--- src/rtl/extint_pkg.sv ---
package extint_pkg;

    typedef enum logic [1:0] {
        SENS_FALL_LOW = 2'b00,
        SENS_RISE     = 2'b01,
        SENS_FALL     = 2'b10,
        SENS_BOTH     = 2'b11
    } sens_e;

    typedef struct packed {
        logic prev;   // last sampled combined line
        logic pend;   // latched edge event
    } det_state_t;

    localparam int unsigned SYNC_STAGES_DEF = 2;

endpackage

--- src/rtl/extint_sync.sv ---
module extint_sync #(
    parameter int unsigned WIDTH  = 4,
    parameter int unsigned STAGES = 2
) (
    input  logic             clk,
    input  logic             rst_n,
    input  logic [WIDTH-1:0] async_i,
    output logic [WIDTH-1:0] sync_o
);

    logic [WIDTH-1:0] stg_d [STAGES];
    logic [WIDTH-1:0] stg_q [STAGES];

    always_comb begin
        stg_d[0] = async_i;
        for (int i = 1; i < STAGES; i++) begin
            stg_d[i] = stg_q[i-1];
        end
    end

    generate
        for (genvar s = 0; s < STAGES; s++) begin : g_stage
            always_ff @(posedge clk or negedge rst_n) begin
                if (!rst_n) stg_q[s] <= '0;
                else        stg_q[s] <= stg_d[s];
            end
        end
    endgenerate

    assign sync_o = stg_q[STAGES-1];

endmodule

--- src/rtl/extint_detect.sv ---
module extint_detect
    import extint_pkg::*;
(
    input  logic  clk,
    input  logic  rst_n,
    input  logic  line_i,     // synchronized combined line
    input  logic  any_sel_i,
    input  sens_e sens_i,
    input  logic  ack_i,
    output logic  irq_o,
    output logic  edge_o,
    output logic  prev_o
);

    det_state_t st_d, st_q;
    logic rise, fall, evt, lvl_mode;

    always_comb begin
        rise     = line_i & ~st_q.prev;
        fall     = ~line_i & st_q.prev;
        lvl_mode = (sens_i == SENS_FALL_LOW);
        unique case (sens_i)
            SENS_RISE: evt = rise;
            SENS_FALL: evt = fall;
            SENS_BOTH: evt = rise | fall;
            default:   evt = 1'b0;
        endcase
        evt = evt & any_sel_i;

        st_d.prev = line_i;
        if (lvl_mode || !any_sel_i) st_d.pend = 1'b0;
        else                        st_d.pend = evt | (st_q.pend & ~ack_i);

        irq_o  = any_sel_i & (lvl_mode ? ~line_i : st_q.pend);
        edge_o = evt;
        prev_o = st_q.prev;
    end

    always_ff @(posedge clk or negedge rst_n) begin
        if (!rst_n) st_q <= '0;
        else        st_q <= st_d;
    end

endmodule

--- src/rtl/extint_wake.sv ---
module extint_wake
    import extint_pkg::*;
#(
    parameter int unsigned WIDTH = 4
) (
    input  logic [WIDTH-1:0] raw_i,
    input  logic [WIDTH-1:0] mask_i,
    input  sens_e            sens_i,
    input  logic             prev_i,
    input  logic             irq_i,
    output logic             wake_o
);

    logic raw_line, raw_hit, any_sel;

    always_comb begin
        raw_line = |(raw_i & mask_i);
        any_sel  = |mask_i;
        unique case (sens_i)
            SENS_FALL_LOW: raw_hit = ~raw_line;
            SENS_RISE:     raw_hit = raw_line & ~prev_i;
            SENS_FALL:     raw_hit = ~raw_line & prev_i;
            default:       raw_hit = raw_line ^ prev_i;
        endcase
        wake_o = irq_i | (any_sel & raw_hit);
    end

endmodule

--- src/rtl/extint_edge_unit.sv ---
module extint_edge_unit
    import extint_pkg::*;
#(
    parameter int unsigned NUM_PINS    = 4,
    parameter int unsigned SYNC_STAGES = SYNC_STAGES_DEF
) (
    input  logic                clk,
    input  logic                rst_n,
    input  logic [NUM_PINS-1:0] pin_i,
    input  logic                cfg_we_i,
    input  logic [1:0]          cfg_sens_i,
    input  logic [NUM_PINS-1:0] cfg_mask_i,
    input  logic                ack_i,
    output logic                irq_o,
    output logic                wake_o
);

    typedef struct packed {
        sens_e               sens;
        logic [NUM_PINS-1:0] mask;
    } cfg_t;

    cfg_t cfg_d, cfg_q;

    always_comb begin
        cfg_d = cfg_q;
        if (cfg_we_i) begin
            cfg_d.sens = sens_e'(cfg_sens_i);
            cfg_d.mask = cfg_mask_i;
        end
    end

    always_ff @(posedge clk or negedge rst_n) begin
        if (!rst_n) begin
            cfg_q.sens <= SENS_RISE;
            cfg_q.mask <= '0;
        end else begin
            cfg_q <= cfg_d;
        end
    end

    logic [NUM_PINS-1:0] sync_pins;
    logic [NUM_PINS-1:0] mask_cur;
    sens_e               sens_cur;
    logic                line, any_sel, edge_evt, prev_line;

    assign mask_cur = cfg_q.mask;
    assign sens_cur = cfg_q.sens;
    assign line     = |(sync_pins & mask_cur);
    assign any_sel  = |mask_cur;

    extint_sync #(.WIDTH(NUM_PINS), .STAGES(SYNC_STAGES)) u_sync (
        .clk    (clk),
        .rst_n  (rst_n),
        .async_i(pin_i),
        .sync_o (sync_pins)
    );

    extint_detect u_det (
        .clk      (clk),
        .rst_n    (rst_n),
        .line_i   (line),
        .any_sel_i(any_sel),
        .sens_i   (sens_cur),
        .ack_i    (ack_i),
        .irq_o    (irq_o),
        .edge_o   (edge_evt),
        .prev_o   (prev_line)
    );

    extint_wake #(.WIDTH(NUM_PINS)) u_wake (
        .raw_i (pin_i),
        .mask_i(mask_cur),
        .sens_i(sens_cur),
        .prev_i(prev_line),
        .irq_i (irq_o),
        .wake_o(wake_o)
    );

endmodule

--- config.mk ---
export PLATFORM = sky130hd
export DESIGN_NAME = extint_edge_unit
export DESIGN_NICKNAME = d
export VERILOG_FILES = /design/src/rtl/extint_pkg.sv /design/src/rtl/extint_sync.sv /design/src/rtl/extint_detect.sv /design/src/rtl/extint_wake.sv /design/src/rtl/extint_edge_unit.sv
export SDC_FILE = /design/constraint.sdc
export NUM_CORES = 1
export LEC_CHECK = 0
export BUFFER_PORTS_ARGS = -buffer_cell sky130_fd_sc_hd__buf_2
export CORE_MARGIN = 1
export CORE_UTILIZATION = 54
export CTS_BUF_LIST = sky130_fd_sc_hd__clkbuf_2 sky130_fd_sc_hd__clkbuf_4 sky130_fd_sc_hd__clkbuf_8
export CTS_CLUSTER_SIZE = 40
export DETAILED_ROUTE_END_ITERATION = 12
export GPL_ROUTABILITY_DRIVEN = 0
export GPL_TIMING_DRIVEN = 0
export PLACE_DENSITY_LB_ADDON = 0.15
export SLEW_MARGIN = 20
export SYNTH_ARGS = -nofsm -noshare
export SYNTH_HDL_FRONTEND = slang
export SYNTH_SLANG_ARGS = --single-unit
--- constraint.sdc ---
create_clock -name clk -period 1.7 [get_ports clk]
set_input_delay 0.17 -clock clk [delete_from_list [all_inputs] [get_ports clk]]
set_output_delay 0.17 -clock clk [all_outputs]
set_load 0.01 [all_outputs]
== Yosys cells after proc, flatten, opt, wreduce, memory -nomap -nowiden ==
Cells that the tools add are included.
Cells by class
  equal/unequal tests: 3
  mux-type cells: 4
  bitwise gates (word level): 18
  reductions and logical operators: 6
Operators by type and width (number)
  $reduce_or 4->1: 3
  $and 1x1->1: 8
  $and 4x4->4: 2
  $pmux 1 s3: 2
  $eq 2x2->1 const B: 2
  $not 1->1: 4
  $or 1x1->1: 3
  $eq 2x1->1 const B: 1
  $logic_not 2->1: 1
  $mux 1: 2
  $logic_not 1->1: 1
  $logic_or 1x1->1: 1
  $xor 1x1->1: 1
Storage, ports and cells
  flip-flop bits (word level): 16
  bits of input ports: 14
  output and inout bits: 2
  word-level logic and storage cells: 37

== Depth between registers and ports, before layout ==
Gate-level depths: netlist of the first run.
  word-level depth: 9
  mapped depth: 7
  depth with buffers taken out: 7

== Modules after synthesis ==
A second synthesis of the first run with hierarchy kept.
Unflattened totals
  cell total of the unflattened synthesis: 58
  area total of the unflattened synthesis: 705.7 sq um
Modules (own cells, without submodules)
  extint_edge_unit: instances 1, cells each 17, area each 250.2 sq um, seq. area each 151.4 sq um
  extint_sync: instances 1, cells each 8, area each 200.2 sq um, seq. area each 200.2 sq um
  extint_detect: instances 1, cells each 17, area each 152.6 sq um, seq. area each 50.0 sq um
  extint_wake: instances 1, cells each 16, area each 102.6 sq um, seq. area each 0.0 sq um

== Worst setup path after synthesis of the first run ==
OpenSTA, ideal clock, no wires.
  path kind: reg-to-reg
  from: reg cfg_q, in the netlist mask_cur[0]
  to: reg u_det.st_q[0] (netlist bit)
  setup time: 0.136 ns
  arrival: 1.383 ns
  required time: 1.564 ns
  setup slack: 0.181 ns
  stages on the path, launching flop included: 8
  buffers on the path: 0
  period minus slack after synthesis: 1.519 ns
  cell sequence: dfrtp_1 > a22oi_1 > and2_1 > inv_1 > ha_1 > nor2b_1 > o31ai_1 > a21oi_1
RTL lines
  start: declaration: RTL line extint_edge_unit.sv:23  | cfg_t cfg_d, cfg_q;
  start signal: assignment: RTL line extint_edge_unit.sv:38  | cfg_q <= cfg_d;
  end signal: assignment: RTL line extint_detect.sv:41  | else st_q <= st_d;
  end: declaration: RTL line extint_detect.sv:15  | det_state_t st_d, st_q;

== Final worst setup path of the first run ==
  from: reg cfg_q, in the netlist mask_cur[3]
  to: out wake_o
On the way
  word-level cells in the longest chain between the ends: 7
  elaborated cells between the ends (all ways): 15
  classes of those cells: 2 x mux; 10 x bitwise; 3 x reduce/logical
Ends and longest elaborated chain
  $and 4x4->4: RTL line extint_wake.sv:17  | raw_line = |(raw_i & mask_i);
  $reduce_or 4->1: RTL line extint_wake.sv:17
  $not 1->1: RTL line extint_wake.sv:20, extint_wake.sv:22
  $and 1x1->1: RTL line extint_wake.sv:22  | SENS_FALL: raw_hit = ~raw_line & prev_i;
  $pmux 1 s3: RTL line extint_wake.sv:19  | unique case (sens_i)
  $and 1x1->1: RTL line extint_wake.sv:25  | wake_o = irq_i | (any_sel & raw_hit);
  $or 1x1->1 (*): RTL line extint_wake.sv:25
  end: declaration: RTL line extint_edge_unit.sv:15  | output logic wake_o
Mark *: on every way between the ends. The rest lies on a longest branch, timed or not.

==> flow_summary.json, run 1 <==
{
  "number_of_global_route_vias_before_repair": 527,
  "worst-path-max-fanout": 3,
  "die_area_um2": 1450,
  "final_max_slew_viol_count": 0,
  "io_pins": 16,
  "number_of_cts_inserted_buffers": 3,
  "grt_util_all_layers_pct": 24.5,
  "die_w_um": 38.1,
  "ys_warn_count": 0,
  "route.met3.wl_um": 65,
  "worstSetupPathType": "reg2out",
  "grt_first_pass_wirelength_mm": 2.32,
  "drt_initial_violations": 4,
  "kind_of_launch_point_of_the_worst_setup_path": "flip-flop",
  "outcome": "finished, violations left",
  "fin_nets": 99,
  "cap_viol_max_count": 0,
  "synth_largest_area_cell": "sky130_fd_sc_hd__dfrtp_1",
  "regToRegStartpoint": "mask_cur[3]",
  "cts_tree": "yes",
  "post-synth-top-count-cell": "sky130_fd_sc_hd__dfrtp_1",
  "drt_first_pass_iters": 4,
  "reg2reg_to": "u_det.st_q[0]",
  "worst-endpoint-arrival_ns": 1.63,
  "detailed_place.area_um2": 792,
  "min-delay-path-class": "in2reg",
  "setup.worst_path.end_class": "output pin",
  "cts_num_sinks": 16,
  "synth.ff_latch_count": 16,
  "synth.top_cells.by_area": "sky130_fd_sc_hd__dfrtp_1, sky130_fd_sc_hd__mux2_2, sky130_fd_sc_hd__ha_1",
  "finish.instance_area_um2": 938,
  "layout_worst_path_cycle_share_pct": 106,
  "timing.max_slew.rel_slack_pct": 77.1,
  "wirelength_mm": 1.46,
  "finalSetupViolations": 1,
  "post_synth_edffs": 0,
  "cts_root_buf": "sky130_fd_sc_hd__clkbuf_4",
  "post_synth_instance_area_um2": 704,
  "cp.required_ns": 1.53,
  "rsz0062_at_grt": "yes",
  "met2RoutedLength_um": 755,
  "p_per_area_nw_per_um2": 965,
  "diodes": 0,
  "violations_in_the_final_reports": "setup timing",
  "num_vias": 504,
  "fin_worst_skew_ns": 0.00298,
  "initial_core_util_pct": 60.9,
  "syn-mean-instance-area_um2": 13.0,
  "share_of_the_yosys_chip_area_belonging_to_registers_pct": 57.0,
  "fp.coreArea_um2": 1160,
  "synth_top_area_share_pct": 53.3,
  "placementRows": 12,
  "drive_gt1_share_pct": 53.8,
  "grt_overflow": 0,
  "timing.hold.worst.start": "pin_i[0]",
  "antenna_found_initial": 0,
  "grt_start_max_net_pins": 17,
  "timing.reg2reg.worst_path_depth": 8,
  "clk_pin_slew_worst_paths_ns": 0.09,
  "post_synth_inst_count": 54,
  "die_h_um": 38.1,
  "clk_path_buf_depth": 2,
  "route.antenna.remaining_nets": 0,
  "holdPathEnd": "u_sync.stg_d[0]",
  "htree_num_levels": 1,
  "worst-slew-pin-transition_ns": 0.344,
  "worst_setup_path_startpoint": "mask_cur[3]",
  "clk_latency_ns": 0.28,
  "r2r_setup_slack_ns": 0.01,
  "io_buffers": 14,
  "holdPathStages": 1,
  "detail_route.wl_per_cell_um": 15.5,
  "fmax_mhz": 556,
  "dp_hpwl_um": 930,
  "async_reset_ff_share_pct": 100,
  "route.detailed.drc": 0,
  "synth_nets": 72,
  "vdd.ir_drop.worst_mv": 0.658,
  "highest-signal-layer": "met3",
  "drt-met1-wl_um": 639,
  "vias_per_cell": 5.36,
  "synth_common_cells": "sky130_fd_sc_hd__dfrtp_1, sky130_fd_sc_hd__mux2_2, sky130_fd_sc_hd__ha_1, sky130_fd_sc_hd__nor2b_1",
  "post-route-util_pct": 81.2,
  "finalHoldViolCount": 0,
  "area_growth_syn_to_layout_pct": 33.2,
  "period_minus_slack_ns": 1.80,
  "synthFlopType": "sky130_fd_sc_hd__dfrtp_1",
  "leakage_nw": 0.429,
  "worst_slack_ns": -0.100,
  "synth_cell_types": 22
}
[report_power, final]
part	total, W	switching, W	internal (W)
registers	0.000446	0.0000303	0.000415
clock network	0.000247	0.000116	0.000130
logic	0.000213	0.0000999	0.000114
[kinds of logic after synthesis]
logic type / Yosys count / synth area share, %
buf+inv: 5 / 2.84
mux: 6 / 9.59
fa+ha+maj: 4 / 7.11
flops: 16 / 57.0
compound gates: 13 / 14.6
simple gates: 10 / 8.88
[placed cells by master, fill, tap and decap left out, drive strengths merged]
master | netlist | final
mux2 | 6 | 6
dfrtp | 15 | 15
a22oi | 4 | 4
nor4 | 1 | 1
and2 | 1 | 1
buf | 0 | 20
dfstp | 1 | 1
clkbuf | 2 | 5
a31oi | 1 | 1
ha | 4 | 4
a21oi | 2 | 2
nand3 | 1 | 1
nor2b | 4 | 4
o311ai | 1 | 1
a21o | 1 | 1
o31ai | 1 | 1
nor2 | 1 | 1
dlygate4sd3 | 0 | 3
nand2 | 2 | 2
o21ai | 3 | 3
inv | 3 | 3
[routing by layer]
metal / global-route usage [%] / vias up
li1: - / 244
met1: 28.0 / 244
met2: 41.5 / 16
met3: 6.98 / 0
met4: 11.6 / 0
met5: 0 / -
[state kept, by name, indices dropped and copies added, names as in the netlist]
signal / cells
mask_cur: 4
u_det.prev_o: 1
u_sync.sync_o: 4
u_sync.stg_d: 4
sens_cur: 2
u_det.st_q: 1
[how the worst max path moves through the flow]
stage / endpoint / slack [ns] / depth (start not counted)
4_1_cts: wake_o / -0.09 / 7
5_1_grt: wake_o / -0.17 / 7
2_1_floorplan: u_det.st_q[0] / 0.18 / 7
3_3_place_gp: u_det.st_q[0] / 0.03 / 7
6_report: wake_o / -0.10 / 8
3_5_place_dp: u_det.st_q[0] / 0.02 / 7
[what timing repair did]
action,CTS,global route
resized for setup,8,1
pin swaps,3,1
hold endpoints to repair,15,2
hold buffers,1,2
setup buffers,6,0
endpoints found under the setup margin,2,3
[stage by stage]
step / worst slack (ns) / hold slack (ns) / total power (W) / std cells / TNS (ns)
final: -0.100 / 0.0141 / 0.000906 / 94 / -0.100
after global routing: -0.172 / 0.00220 / 0.000951 / 94 / -0.243
after CTS: -0.0854 / 0.00906 / 0.000899 / 93 / -0.0854
after detailed placement: 0.0161 / 0.0974 / 0.000608 / 82 / 0
after global placement: 0.0283 / 0.0901 / 0.000599 / 82 / 0
after floorplan: 0.181 / -0.126 / 0.000547 / 54 / 0
[critical path, cell delays in order, from the launching register on]
cell and delay, ns:
sky130_fd_sc_hd__dfrtp_1 0.40, sky130_fd_sc_hd__a22oi_2 0.07, sky130_fd_sc_hd__nand2_2 0.09, sky130_fd_sc_hd__inv_2 0.05, sky130_fd_sc_hd__ha_4 0.14, sky130_fd_sc_hd__o21ai_1 0.16, sky130_fd_sc_hd__o311ai_2 0.13, sky130_fd_sc_hd__a21o_1 0.17
sky130_fd_sc_hd__buf_2 0.13
[layout make-up]
type | count | area [um2]
Tap cell | 14 | 17.5
Inverter | 3 | 11.3
Multi-Input combinational cell | 33 | 323
Buffer | 1 | 3.75
Clock buffer | 4 | 36.3
Fill cell | 65 | 218
Sequential cell | 16 | 402
Timing Repair Buffer | 23 | 145
(Power assumes the default switching activity.)
==> run 2, diff against run 1 <==
--- a/config.mk
+++ b/config.mk
@@ -9,3 +9,3 @@
 export CORE_MARGIN = 1
-export CORE_UTILIZATION = 54
+export CORE_UTILIZATION = 45
 export CTS_BUF_LIST = sky130_fd_sc_hd__clkbuf_2 sky130_fd_sc_hd__clkbuf_4 sky130_fd_sc_hd__clkbuf_8
==> constraint.sdc (replaced) <==
create_clock -name clk -period 1.7 [get_ports clk]
set_input_delay 0.34 -clock clk [delete_from_list [all_inputs] [get_ports clk]]
set_output_delay 0.34 -clock clk [all_outputs]
set_load 0.01 [all_outputs]
==> flow_summary.json, run 2 (same netlist as run 1, synthesis figures left out) <==
{
  "placementRows": 13,
  "layout.cells.non_filler": 93,
  "part_of_the_power_in_combinational_logic_pct": 23.3,
  "fin_nets": 97,
  "drt_first_pass_iters": 4,
  "finalHoldViolCount": 0,
  "die_area_um2": 1730,
  "worstSetupPathType": "reg2out",
  "io_pins": 16,
  "grt_first_pass_wirelength_mm": 2.35,
  "drt_initial_violations": 12,
  "violations_in_the_final_reports": "setup timing",
  "vias_per_cell": 5.32,
  "layout_worst_path_cycle_share_pct": 117,
  "grt_util_all_layers_pct": 18.5,
  "most_frequent_cells_in_the_layout": "sky130_fd_sc_hd__dfrtp_1, sky130_fd_sc_hd__buf_2, sky130_fd_sc_hd__mux2_2",
  "worst_slack_ns": -0.285,
  "fmax_mhz": 504,
  "antenna_found_initial": 0,
  "seqPwrFrac_pct": 48.6,
  "clk_latency_ns": 0.29,
  "outcome": "finished, violations left",
  "htree_num_levels": 1,
  "layout.cells.most_common": "sky130_fd_sc_hd__dfrtp_1",
  "fp.coreArea_um2": 1380,
  "worst-path-max-fanout": 3,
  "vdd.ir_drop.worst_mv": 0.628,
  "worst-slew-pin-transition_ns": 0.350,
  "kind_of_launch_point_of_the_worst_setup_path": "flip-flop",
  "route.detailed.drc": 0,
  "rsz0062_at_grt": "yes",
  "post-route-util_pct": 66.8,
  "timing.critical_path.buf_inv": 2,
  "die_h_um": 41.6,
  "finalSetupViolations": 3,
  "cap_viol_max_count": 0,
  "fin_worst_skew_ns": 0.000977,
  "clock_group_share_of_total_power_pct": 28.2,
  "leakage_nw": 0.421,
  "number_of_global_route_vias_before_repair": 486,
  "area_growth_syn_to_layout_pct": 31.1,
  "io_buffers": 14,
  "timing.max_slew.rel_slack_pct": 76.7,
  "grt_start_max_net_pins": 17,
  "min-delay-path-class": "in2reg",
  "final_max_slew_viol_count": 0,
  "drive_gt1_share_pct": 56.4,
  "clk_path_buf_depth": 2,
  "cts_root_buf": "sky130_fd_sc_hd__clkbuf_4",
  "dp_hpwl_um": 882,
  "switching_power_w": 0.000250,
  "clk_pin_slew_worst_paths_ns": 0.09,
  "diodes": 0,
  "timing.critical_path.cells": "a22oi_2 > nand2_2 > inv_2 > ha_4 > a31oi_1 > a21o_1 > buf_2",
  "dp.cells": 83,
  "internal-power_w": 0.000655,
  "cp.required_ns": 1.36,
  "p_per_area_nw_per_um2": 980,
  "cts_tree": "yes",
  "route.antenna.remaining_nets": 0,
  "max_stage_delay_ns": 0.42,
  "setup.worst_path.end_class": "output pin",
  "detail_route.wl_per_cell_um": 14.2,
  "cts_num_sinks": 16,
  "initial_core_util_pct": 51.0,
  "number_of_cts_inserted_buffers": 3,
  "worst-endpoint-arrival_ns": 1.64,
  "path_delay_family": "compound AO/OA/AOI/OAI gates",
  "critical-path-slowest-cell": "sky130_fd_sc_hd__dfrtp_1",
  "netSwitchingFraction_pct": 27.6,
  "period_minus_slack_ns": 1.98,
  "fill_cell_count": 115,
  "die_w_um": 41.6,
  "wirelength_mm": 1.32,
  "num_vias": 495,
  "grt_overflow": 0
}
run 2: cell types whose count changed in the layout (fill, tap and decap cells not counted):
| cell | previous run | this run |
|---|---|---|
| sky130_fd_sc_hd__nand2_1 | 1 | 0 |
| sky130_fd_sc_hd__dlygate4sd3_1 | 3 | 1 |
| sky130_fd_sc_hd__nand2_2 | 1 | 2 |
| sky130_fd_sc_hd__clkbuf_2 | 0 | 1 |
| sky130_fd_sc_hd__buf_6 | 0 | 1 |
| sky130_fd_sc_hd__buf_4 | 6 | 4 |
run 2: what timing repair did:
item / CTS / global route
resized for setup: 10 / 1
endpoints found under the setup margin: 3 / 3
hold endpoints to repair: 15 / 0
pin swaps: 6 / 3
setup buffers: 5 / 0
hold buffers: 1 / 0
run 2: layout make-up:
| class | count | area [um2] | share of cell area, % |
|---|---|---|---|
| Clock buffer | 4 | 36.3 | 3.93 |
| Sequential cell | 16 | 402 | 43.5 |
| Tap cell | 15 | 18.8 | 2.03 |
| Inverter | 3 | 11.3 | 1.22 |
| Timing Repair Buffer | 20 | 121 | 13.1 |
| Buffer | 2 | 8.76 | 0.949 |
| Multi-Input combinational cell | 33 | 325 | 35.2 |
run 2: routing by layer:
| layer | track usage [%] | vias up | wire (um) |
|---|---|---|---|
| met5 | 0 | - | 0 |
| met4 | 5.81 | 0 | 0 |
| met3 | 6.96 | 0 | 77 |
| met2 | 26.3 | 17 | 591 |
| met1 | 26.2 | 237 | 653 |
| li1 | - | 241 | - |
run 2: power groups by stage:
stage	logic [W]	registers [W]	clock network (W)
after floorplan	0.000105	0.000442	0
after global placement	0.000150	0.000450	0
after detailed placement	0.000154	0.000451	0
after CTS	0.000206	0.000439	0.000261
after global routing	0.000233	0.000444	0.000291
final	0.000210	0.000440	0.000255
run 2: stage by stage:
| step | instance area [um2] | TNS, ns | power, W | setup WS [ns] | hold WS, ns |
|---|---|---|---|---|---|
| floorplan | 704 | 0 | 0.000547 | 0.123 | 0.0444 |
| global placement | 793 | -0.0659 | 0.000601 | -0.0659 | 0.262 |
| detailed placement | 793 | -0.0838 | 0.000606 | -0.0838 | 0.266 |
| CTS | 920 | -0.421 | 0.000906 | -0.300 | 0.166 |
| global route | 923 | -0.676 | 0.000967 | -0.375 | 0.144 |
| finish | 923 | -0.402 | 0.000905 | -0.285 | 0.174 |
run 2: final timing paths:
path | startpoint | endpoint | slack [ns] | cells past startpoint
max | mask_cur[0] | wake_o | -0.28 | 7
min | pin_i[3] | u_sync.stg_d[3] | 0.17 | 1
max reg2reg | mask_cur[0] | u_det.st_q[0] | -0.01 | 8
min reg2reg | u_sync.stg_d[1] | u_sync.sync_o[1] | 0.36 | 0
max in group asynchronous | rst_n | sens_cur[0] | 0.92 | 2
min in group asynchronous | rst_n | u_sync.sync_o[0] | 0.48 | 2
==> run 3, diff against run 2 <==
Settings changed: ABC_AREA set to 1.
==> flow_summary.json, run 3 <==
{
  "internal-power_w": 0.000645,
  "kind_of_launch_point_of_the_worst_setup_path": "flip-flop",
  "synth_top_area_share_pct": 52.7,
  "num_vias": 563,
  "grt_start_max_net_pins": 17,
  "clk_path_buf_depth": 2,
  "fmax_mhz": 505,
  "synth_nets": 96,
  "most_frequent_cells_in_the_layout": "sky130_fd_sc_hd__nand2_1, sky130_fd_sc_hd__buf_2, sky130_fd_sc_hd__dfrtp_1",
  "synth_compound_gate_area_share_pct": 5.45,
  "cts_root_buf": "sky130_fd_sc_hd__clkbuf_4",
  "seqPwrFrac_pct": 49.1,
  "clk_latency_ns": 0.28,
  "cp.required_ns": 1.36,
  "synth-xor-area-share_pct": 0,
  "worst-endpoint-arrival_ns": 1.64,
  "layout_worst_path_cycle_share_pct": 117,
  "layout.cells.non_filler": 119,
  "ys_warn_count": 0,
  "vdd.ir_drop.worst_mv": 0.697,
  "worstSetupPathType": "reg2out",
  "violations_in_the_final_reports": "setup timing",
  "switching_power_w": 0.000244,
  "fin_nets": 123,
  "synth_top_family_by_area": "simple AND/OR/NAND/NOR gates",
  "number_of_global_route_vias_before_repair": 574,
  "area_growth_syn_to_layout_pct": 35.9,
  "grt_overflow": 0,
  "synthSimpleGateAreaFrac_pct": 20.4,
  "finalHoldViolCount": 0,
  "outcome": "finished, violations left",
  "multi_input_comb_area_um2": 317,
  "clk_pin_slew_worst_paths_ns": 0.09,
  "worst_slack_ns": -0.281,
  "async_reset_ff_share_pct": 100,
  "timing.max_slew.rel_slack_pct": 77.2,
  "drt_initial_violations": 2,
  "route.antenna.remaining_nets": 0,
  "rsz0062_at_grt": "yes",
  "grt_util_all_layers_pct": 17.9,
  "synth_common_cells": "sky130_fd_sc_hd__nand2_1, sky130_fd_sc_hd__dfrtp_1, sky130_fd_sc_hd__inv_1",
  "synthFlopType": "sky130_fd_sc_hd__dfrtp_1",
  "synth_cell_types": 16,
  "post_synth_inst_count": 78,
  "io_pins": 16,
  "worst-slew-pin-transition_ns": 0.342,
  "finish.instance_area_um2": 967,
  "leakage_nw": 0.507,
  "p_per_area_nw_per_um2": 920,
  "netSwitchingFraction_pct": 27.4,
  "final.setup.tns_ns": -0.300,
  "dp_hpwl_um": 917,
  "drive_gt1_share_pct": 39.4,
  "fp.coreArea_um2": 1380,
  "synth_fa_ha_area_share_pct": 7.03,
  "vias_per_cell": 4.73,
  "synth.top_cells.by_area": "sky130_fd_sc_hd__dfrtp_1, sky130_fd_sc_hd__nand2_1, sky130_fd_sc_hd__ha_1",
  "fin_worst_skew_ns": 0.00198,
  "part_of_the_power_in_combinational_logic_pct": 23.5,
  "cts_tree": "yes",
  "grt_first_pass_wirelength_mm": 2.30,
  "synth_largest_area_cell": "sky130_fd_sc_hd__dfrtp_1",
  "diodes": 0,
  "share_of_the_yosys_chip_area_belonging_to_registers_pct": 56.4,
  "post_synth_instance_area_um2": 712,
  "clock_group_share_of_total_power_pct": 27.4,
  "fill_cell_count": 111,
  "number_of_cts_inserted_buffers": 3,
  "muxShareOfSynthArea_pct": 3.16,
  "antenna_found_initial": 0,
  "drt_first_pass_iters": 2,
  "cts_num_sinks": 16,
  "layout.cells.most_common": "sky130_fd_sc_hd__nand2_1",
  "period_minus_slack_ns": 1.98,
  "synth.ff_latch_count": 16,
  "io_buffers": 14,
  "htree_num_levels": 1,
  "syn-mean-instance-area_um2": 9.13,
  "wirelength_mm": 1.38,
  "detail_route.wl_per_cell_um": 11.6,
  "route.detailed.drc": 0,
  "dp.cells": 107,
  "detailed_place.area_um2": 801,
  "min-delay-path-class": "in2reg",
  "cap_viol_max_count": 0,
  "die_w_um": 41.8,
  "die_area_um2": 1750,
  "placementRows": 13,
  "regArea_um2": 402,
  "worst-path-max-fanout": 3,
  "initial_core_util_pct": 51.5,
  "post_synth_edffs": 0,
  "die_h_um": 41.8,
  "finalSetupViolations": 2,
  "setup.worst_path.end_class": "output pin",
  "post-synth-top-count-cell": "sky130_fd_sc_hd__nand2_1",
  "final_max_slew_viol_count": 0
}
## run 3: changes by cell type in the layout (fill, tap and decap cells not counted), moves of 2 or more
cell / previous run / this run
sky130_fd_sc_hd__nand2_1: 0 / 22
sky130_fd_sc_hd__inv_1: 2 / 12
sky130_fd_sc_hd__a22oi_2: 4 / 0
sky130_fd_sc_hd__mux2_2: 6 / 2
sky130_fd_sc_hd__nor2b_1: 4 / 0
sky130_fd_sc_hd__nand3_2: 0 / 2
sky130_fd_sc_hd__nor2_2: 0 / 2
sky130_fd_sc_hd__nor2_4: 0 / 2
sky130_fd_sc_hd__o21ai_0: 2 / 4
## run 3: final timing paths
check / cells after the start / from / slack, ns / to
max reg2reg: 8 / mask_cur[0] / 0.13 / u_det.st_q[0]
min reg2reg: 0 / u_sync.stg_d[3] / 0.36 / u_sync.sync_o[3]
min in group asynchronous: 2 / rst_n / 0.49 / u_sync.stg_d[2]
max in group asynchronous: 2 / rst_n / 0.91 / sens_cur[0]
max: 11 / mask_cur[3] / -0.28 / wake_o
min: 1 / pin_i[3] / 0.17 / u_sync.stg_d[3]
## run 3: cells by family after synthesis
group	Yosys count
AND/OR/NAND/NOR	35
flip-flops	16
buffers and inverters	14
AO/OA/AOI/OAI	7
adder cells (fa/ha/maj)	4
multiplexers	2
## run 3: power groups by stage
stage / logic, W / clock network [W] / registers (W)
detailed placement: 0.000142 / 0 / 0.000442
floorplan: 0.0000925 / 0 / 0.000436
finish: 0.000209 / 0.000244 / 0.000437
global route: 0.000235 / 0.000264 / 0.000442
global placement: 0.000137 / 0 / 0.000442
CTS: 0.000161 / 0.000252 / 0.000438
## run 3: layout make-up
| class | instances | share of cell area (%) |
|---|---|---|
| inverter | 13 | 5.05 |
| tap | 15 | 1.94 |
| clock buffer | 4 | 3.75 |
| buffer | 1 | 0.517 |
| multi-input combinational | 48 | 32.7 |
| timing repair buffer | 22 | 14.5 |
| sequential | 16 | 41.5 |
## run 3: stage by stage
step | hold WS [ns] | total power, W | util [%] | setup WS (ns)
after floorplan | 0.0444 | 0.000529 | - | 0.178
after global placement | 0.259 | 0.000579 | 57.9 | -0.127
after detailed placement | 0.262 | 0.000584 | 57.9 | -0.145
after CTS | 0.165 | 0.000851 | 63.8 | -0.360
after global routing | 0.157 | 0.000941 | 70.0 | -0.398
final | 0.171 | 0.000889 | 70.0 | -0.281
## run 3: repair_timing
item                                    4_1_cts  5_1_grt
endpoints found under the setup margin        1        2
resized for setup                             4       12
buffers inserted                              2        6
hold buffers                                  1        0
pin swaps                                     6       11
endpoints found under the hold margin        15        0
## run 3: worst max-delay path: stages (launching register included)
cell                      delay (ns)
sky130_fd_sc_hd__dfrtp_1        0.40
sky130_fd_sc_hd__nand2_1        0.08
sky130_fd_sc_hd__nand2_2        0.07
sky130_fd_sc_hd__nor2_4         0.14
sky130_fd_sc_hd__buf_6          0.12
sky130_fd_sc_hd__ha_4           0.19
sky130_fd_sc_hd__nand3_2        0.06
sky130_fd_sc_hd__nand2_1        0.04
sky130_fd_sc_hd__inv_1          0.05
sky130_fd_sc_hd__nand2_1        0.04
sky130_fd_sc_hd__nand2_1        0.04
sky130_fd_sc_hd__buf_2          0.12
## run 3: layer usage
layer  routed length [um]  GRT usage, %
met3                   82          8.26
met4                    0          1.94
met1                  602          21.2
met2                  697          30.3
met5                    0             0
